[src/rtl/luma_contrast_pkg.sv]
package luma_contrast_pkg;
  localparam int unsigned Y_W   = 8;
  localparam int unsigned SEL_W = 3;
  localparam logic [SEL_W-1:0] SEL_IDENTITY = 3'd3;

  typedef logic [Y_W-1:0]   luma_t;
  typedef logic [SEL_W-1:0] curve_sel_t;

  typedef struct packed {
    luma_t      offset;
    logic [2:0] shift;
    logic       add_en;
    logic       white;
  } curve_cfg_t;

  // gain = 1 + 2^-shift when add_en
  function automatic curve_cfg_t curve_cfg(input curve_sel_t sel);
    curve_cfg_t c;
    c = '{offset: '0, shift: 3'd0, add_en: 1'b0, white: 1'b0};
    case (sel)
      3'd0: c = '{offset: 8'd102, shift: 3'd2, add_en: 1'b1, white: 1'b0};
      3'd1: c = '{offset: 8'd57,  shift: 3'd3, add_en: 1'b1, white: 1'b0};
      3'd2: c = '{offset: 8'd30,  shift: 3'd4, add_en: 1'b1, white: 1'b0};
      3'd3: c = '{offset: 8'd0,   shift: 3'd0, add_en: 1'b0, white: 1'b0};
      3'd4: c = '{offset: 8'd0,   shift: 3'd4, add_en: 1'b1, white: 1'b1};
      3'd5: c = '{offset: 8'd0,   shift: 3'd3, add_en: 1'b1, white: 1'b1};
      3'd6: c = '{offset: 8'd0,   shift: 3'd2, add_en: 1'b1, white: 1'b1};
      default: c = '{offset: 8'd0, shift: 3'd1, add_en: 1'b1, white: 1'b1};
    endcase
    return c;
  endfunction
endpackage

[src/rtl/curve_sel_hold.sv]
module curve_sel_hold
  import luma_contrast_pkg::*;
(
  input  logic       clk_i,
  input  logic       rst_ni,
  input  logic       line_start_i,
  input  curve_sel_t sel_i,
  output curve_sel_t sel_o
);
  curve_sel_t sel_q;

  always_ff @(posedge clk_i or negedge rst_ni) begin
    if (!rst_ni)           sel_q <= SEL_IDENTITY;
    else if (line_start_i) sel_q <= sel_i;
  end

  // new code applies to the strobe cycle's own sample
  assign sel_o = line_start_i ? sel_i : sel_q;

  AST_SEL_HOLD: assert property (@(posedge clk_i) disable iff (!rst_ni)
    !line_start_i |=> $stable(sel_q));
endmodule

[src/rtl/luma_offset_stage.sv]
module luma_offset_stage
  import luma_contrast_pkg::*;
(
  input  logic       clk_i,
  input  logic       rst_ni,
  input  logic       valid_i,
  input  luma_t      y_i,
  input  curve_sel_t sel_i,
  output logic       valid_o,
  output luma_t      d_o,
  output curve_sel_t sel_o
);
  curve_cfg_t cfg;
  luma_t      d_d;

  always_comb begin
    cfg = curve_cfg(sel_i);
    d_d = (y_i > cfg.offset) ? luma_t'(y_i - cfg.offset) : '0;
  end

  always_ff @(posedge clk_i or negedge rst_ni) begin
    if (!rst_ni) begin
      valid_o <= 1'b0;
      d_o     <= '0;
      sel_o   <= SEL_IDENTITY;
    end else begin
      valid_o <= valid_i;
      d_o     <= d_d;
      sel_o   <= sel_i;
    end
  end

  AST_BLACK_FLOOR: assert property (@(posedge clk_i) disable iff (!rst_ni)
    (valid_i && sel_i < 3'd3 && y_i <= curve_cfg(sel_i).offset) |=> d_o == '0);
endmodule

[src/rtl/luma_gain_stage.sv]
module luma_gain_stage
  import luma_contrast_pkg::*;
(
  input  logic       clk_i,
  input  logic       rst_ni,
  input  logic       valid_i,
  input  luma_t      d_i,
  input  curve_sel_t sel_i,
  output logic       valid_o,
  output luma_t      y_o
);
  localparam int unsigned SUM_W = Y_W + 1;

  curve_cfg_t       cfg;
  logic [SUM_W-1:0] sum;
  luma_t            y_d;

  always_comb begin
    cfg = curve_cfg(sel_i);
    sum = {1'b0, d_i} + (cfg.add_en ? {1'b0, d_i >> cfg.shift} : '0);
    y_d = sum[SUM_W-1] ? '1 : sum[Y_W-1:0];
  end

  always_ff @(posedge clk_i or negedge rst_ni) begin
    if (!rst_ni) begin
      valid_o <= 1'b0;
      y_o     <= '0;
    end else begin
      valid_o <= valid_i;
      y_o     <= y_d;
    end
  end

  AST_WHITE_NOT_DARKER: assert property (@(posedge clk_i) disable iff (!rst_ni)
    (valid_i && cfg.white) |=> y_o >= $past(d_i));
  AST_TOP_SATURATES: assert property (@(posedge clk_i) disable iff (!rst_ni)
    (valid_i && sel_i == 3'd7 && d_i >= 8'd171) |=> y_o == 8'hFF);
endmodule

[src/rtl/delay_line.sv]
module delay_line #(
  parameter int unsigned W     = 16,
  parameter int unsigned DEPTH = 2
) (
  input  logic         clk_i,
  input  logic         rst_ni,
  input  logic [W-1:0] d_i,
  output logic [W-1:0] q_o
);
  logic [W-1:0] tap [DEPTH+1];

  assign tap[0] = d_i;

  for (genvar i = 0; i < DEPTH; i++) begin : g_tap
    always_ff @(posedge clk_i or negedge rst_ni) begin
      if (!rst_ni) tap[i+1] <= '0;
      else         tap[i+1] <= tap[i];
    end
  end

  assign q_o = tap[DEPTH];
endmodule

[src/rtl/luma_contrast.sv]
module luma_contrast
  import luma_contrast_pkg::*;
#(
  parameter int unsigned C_W = 16
) (
  input  logic           clk_i,
  input  logic           rst_ni,
  input  logic           valid_i,
  input  logic [7:0]     y_i,
  input  logic [C_W-1:0] c_i,
  input  logic           line_start_i,
  input  logic [2:0]     sel_i,
  output logic           out_valid_o,
  output logic [7:0]     y_o,
  output logic [C_W-1:0] c_o
);
  localparam int unsigned LATENCY = 2;

  curve_sel_t sel_eff, sel_s1;
  logic       valid_s1;
  luma_t      d_s1;

  curve_sel_hold u_sel (
    .clk_i, .rst_ni, .line_start_i, .sel_i, .sel_o(sel_eff)
  );

  luma_offset_stage u_off (
    .clk_i, .rst_ni, .valid_i, .y_i, .sel_i(sel_eff),
    .valid_o(valid_s1), .d_o(d_s1), .sel_o(sel_s1)
  );

  luma_gain_stage u_gain (
    .clk_i, .rst_ni, .valid_i(valid_s1), .d_i(d_s1), .sel_i(sel_s1),
    .valid_o(out_valid_o), .y_o
  );

  delay_line #(.W(C_W), .DEPTH(LATENCY)) u_cdly (
    .clk_i, .rst_ni, .d_i(c_i), .q_o(c_o)
  );

  // cycles since reset, for history-safe checks
  logic [1:0] age_q;
  always_ff @(posedge clk_i or negedge rst_ni) begin
    if (!rst_ni)            age_q <= '0;
    else if (age_q != 2'd3) age_q <= age_q + 2'd1;
  end

  AST_VALID_LATENCY: assert property (@(posedge clk_i) disable iff (!rst_ni)
    age_q >= 2'd2 |-> out_valid_o == $past(valid_i, 2));
  AST_CHROMA_ALIGN: assert property (@(posedge clk_i) disable iff (!rst_ni)
    age_q >= 2'd2 |-> c_o == $past(c_i, 2));
  AST_IDENTITY_PASS: assert property (@(posedge clk_i) disable iff (!rst_ni)
    (age_q >= 2'd2 && $past(valid_i, 2) && $past(sel_eff, 2) == SEL_IDENTITY)
      |-> y_o == $past(y_i, 2));
endmodule

[config.mk]
export PLATFORM = sky130hd
export DESIGN_NAME = luma_contrast
export DESIGN_NICKNAME = d
export VERILOG_FILES = /design/src/rtl/luma_contrast_pkg.sv /design/src/rtl/curve_sel_hold.sv /design/src/rtl/luma_offset_stage.sv /design/src/rtl/luma_gain_stage.sv /design/src/rtl/delay_line.sv /design/src/rtl/luma_contrast.sv
export SDC_FILE = /design/constraint.sdc
export NUM_CORES = 1
export LEC_CHECK = 0
export BUFFER_PORTS_ARGS = -buffer_cell sky130_fd_sc_hd__buf_2
export CELL_PAD_IN_SITES_DETAIL_PLACEMENT = 1
export CELL_PAD_IN_SITES_GLOBAL_PLACEMENT = 1
export CORE_MARGIN = 2
export CORE_UTILIZATION = 41
export CTS_CLUSTER_SIZE = 10
export DETAILED_ROUTE_END_ITERATION = 7
export HOLD_SLACK_MARGIN = 0.06
export PLACE_DENSITY = 0.84
export SLEW_MARGIN = 40
export SYNTH_ARGS = -nofsm -noshare
export SYNTH_HDL_FRONTEND = slang
export SYNTH_SLANG_ARGS = --single-unit
[constraint.sdc]
create_clock -name clk_i -period 3.3 [get_ports clk_i]
set_input_delay 0.165 -clock clk_i [delete_from_list [all_inputs] [get_ports clk_i]]
set_output_delay 0.165 -clock clk_i [all_outputs]
set_load 0.02 [all_outputs]
==> impl_metrics.toml <==
[logic_synthesis]
synth.top_cell.area_share = 0.525
yosysMostFrequentCell = "dfrtp_1"
syn_inst = 222
ys_warn_count = 0
synthesis.nets = 270
synthArstFlopShare = 1.00
yosys.area.top_type = "dfrtp_1"
synth-main-ff-cell = "dfrtp_1"
ys_seq_area_frac = 0.547
synthTopCellsByCount = "dfrtp_1, nand2_1, o21ai_0"
syn_avg_cell_area_um2 = 11.0
synth-seq-cells = 53
synth_area_um2 = 2430
synth_cell_types = 40
synth_edf_count = 0
synth_area_leaders = "dfrtp_1, ha_1, buf_4"

[grt]
grt_pass1_wl_mm = 9.14
antenna_found_initial = 0
grt_max_degree = 54
grt_pass1_vias = 2005
track_usage = 0.187
grt.overflow.total = 0

[status]
status = "completed"

[power_and_ir_drop]
power_mw = 1.89
sw_frac_of_total = 0.344
p_clk_frac = 0.238
comb_power_share = 0.338
power_density_nw_per_um2 = 630
p_leak_nw = 1.44
seqPwrFrac = 0.424
ir_worst_vdd_v = 0.000258
switching_power_mw = 0.651
internal_power_mw = 1.24

[layout]
regArea_um2 = 1330
fill_cells = 669
n_antenna_cell = 0
finalNonFillerCells = 363
multi_input_area_um2 = 928
final_nets = 335
area_delta_synth_final_pct = 23.4
drive_gt1_frac = 0.257

[critical_path]
cp_max_fo = 8
rrSetupSlack_ns = 0.31
end_kind = "register"
cp.required_ns = 3.48
path_class = "reg -> reg"
rr_endpoint = "u_gain.y_o[3]$_DFF_PN0_"
arrival_ns = 3.17
critPathLaunchType = "register"
rr_worst_depth = 11
r2r-start = "u_off.sel_o[1]$_DFF_PN1_"

[min_path]
holdPathEnd = "u_off.d_o[7]$_DFF_PN0_"
worst_hold_path.num_cells = 2
hold_start = "y_i[7]"
min_path_type = "in -> reg"

[flow_run]
maxCapViolCount = 0

[die]
die_width_um = 81.0
io_pins = 56
die_h_um = 81.0
die-area_um2 = 6560
row_count = 28
start_util = 0.418
coreArea_um2 = 5820

[sta]
fin_crit_ns = 2.99
rsz0062_at_grt = "false"
max_slew_margin = 0.578
setup_violations = 0
final_max_slew_viol_count = 0
period_share = 0.907
clock_skew_ns = 0.00575
max_freq_mhz = 334
worst_slack_ns = 0.305
hold_violations = 0
hold_slack_ns = 0.158
worstMarginPinSlew_ns = 0.633
fin_setup_tns_ns = 0

[drt]
met1Wirelength_mm = 2.04
ant_nets = 0
routed.top_layer = "met4"
wl_per_cell_um = 14.9
vias = 1801
drc = 0
wl_met3_um = 172
wl_met2_mm = 3.07
drtIter0Drc = 39
drt-total-wl_mm = 5.43
drt-pass1-iter-count = 4
viasPerCell = 4.96

[cts]
clock_latency_ns = 0.31
numCtsBuffers = 5
clockBufferDepth = 2
cts_tree = "done"
cts_htree_levels = 2
clk_pin_slew_ns = 0.09
cts_sinks = 53
cts_setup_buffers = 0
ctsRootBufferMaster = "clkbuf_8"

[place]
preCtsSetupSlack_ns = 0.214
dp.cells = 337
portBuffers = 55
routabilityCongestion = 0.773
dp_hpwl_mm = 4.00
-- cell usage in the layout, fill, tap and decap left out, types with 2 or more instances in the layout --
cell,count
ha_1,15
inv_6,2
buf_4,4
xnor2_1,3
o21bai_1,3
nand3_1,2
dfrtp_1,51
a31oi_1,2
mux2i_1,3
clkbuf_8,5
nand2b_1,4
nor2_1,11
a21oi_1,11
nor2b_1,3
fa_1,2
nand2_1,23
inv_1,14
a21o_1,2
buf_2,54
o21a_1,2
dfstp_2,2
a2111oi_0,2
dlygate4sd3_1,18
nor3_1,3
o21ai_0,20
a211oi_1,6
xor2_1,4
-- power by group through the flow --
| stage | combinational, mW | clock [mW] | sequential, mW |
|---|---|---|---|
| after global routing | 0.724 | 0.494 | 0.814 |
| final | 0.639 | 0.450 | 0.801 |
| after detailed placement | 0.614 | 0 | 0.816 |
| after CTS | 0.640 | 0.466 | 0.803 |
| after global placement | 0.585 | 0 | 0.809 |
| after floorplan | 0.375 | 0 | 0.865 |
-- logic make-up after synthesis --
group	count (synthesis)	share of synthesized area
other cells	1	0.00154
mux	4	0.0170
simple gates	55	0.106
xor+xnor	7	0.0252
fa+ha+maj	17	0.0937
compound gates	53	0.136
flops	53	0.547
buf+inv	32	0.0741
-- worst max-delay path: stages, from the launching register on --
cell       delay, ns
dfstp_2         0.60
xnor2_1         0.12
buf_4           0.18
a21oi_1         0.14
o21ai_0         0.09
ha_1            0.25
fa_1            0.43
a211oi_1        0.30
o21bai_1        0.12
a21oi_1         0.27
o2bb2ai_2       0.21
o21ai_0         0.16
-- final cells by class --
| cell class | instances | area share |
|---|---|---|
| tap | 75 | 0.0313 |
| inverter | 14 | 0.0175 |
| clock inverter | 3 | 0.0158 |
| sequential | 53 | 0.443 |
| clock buffer | 5 | 0.0229 |
| multi-input combinational | 137 | 0.309 |
| timing repair buffer | 76 | 0.160 |
-- state kept, by name (all words and copies together) (netlist names) --
| name | flops |
|---|---|
| u_cdly.tap | 16 |
| u_off.valid_o | 1 |
| u_gain.valid_o | 1 |
| u_off.sel_o | 3 |
| u_gain.y_o | 8 |
| u_off.d_o | 8 |
| u_cdly.q_o | 16 |
-- stage by stage --
stage | instance area [µm²] | utilization
global route | 3000 | 0.516
detailed placement | 2700 | 0.464
global placement | 2700 | 0.463
CTS | 2990 | 0.515
finish | 3000 | 0.516
floorplan | 2430 | -
-- per-layer routing --
layer	track usage	vias to the layer above
met5	0	-
met4	0.0763	0
met3	0.0367	12
met2	0.374	40
met1	0.187	881
li1	-	868
-- repair_timing --
action                     in CTS  in global routing
setup endpoints to repair       0                  2
gates resized for setup         0                  1
hold endpoints to repair       68                  0
hold buffers                   18                  0
-- worst max path at each step --
stage	start	endpoint	slack (ns)	cells past startpoint
3_3_place_gp	u_off.sel_o[1]$_DFF_PN1_	u_gain.y_o[3]$_DFF_PN0_	0.39	11
2_1_floorplan	u_off.sel_o[1]$_DFF_PN1_	u_gain.y_o[3]$_DFF_PN0_	0.49	11
5_1_grt	u_off.sel_o[1]$_DFF_PN1_	u_gain.y_o[3]$_DFF_PN0_	0.05	11
3_5_place_dp	u_off.sel_o[1]$_DFF_PN1_	u_gain.y_o[3]$_DFF_PN0_	0.21	11
4_1_cts	u_off.sel_o[1]$_DFF_PN1_	u_gain.y_o[3]$_DFF_PN0_	0.19	11
6_report	u_off.sel_o[1]$_DFF_PN1_	u_gain.y_o[3]$_DFF_PN0_	0.31	11
Power figures use the tool's default switching activity.
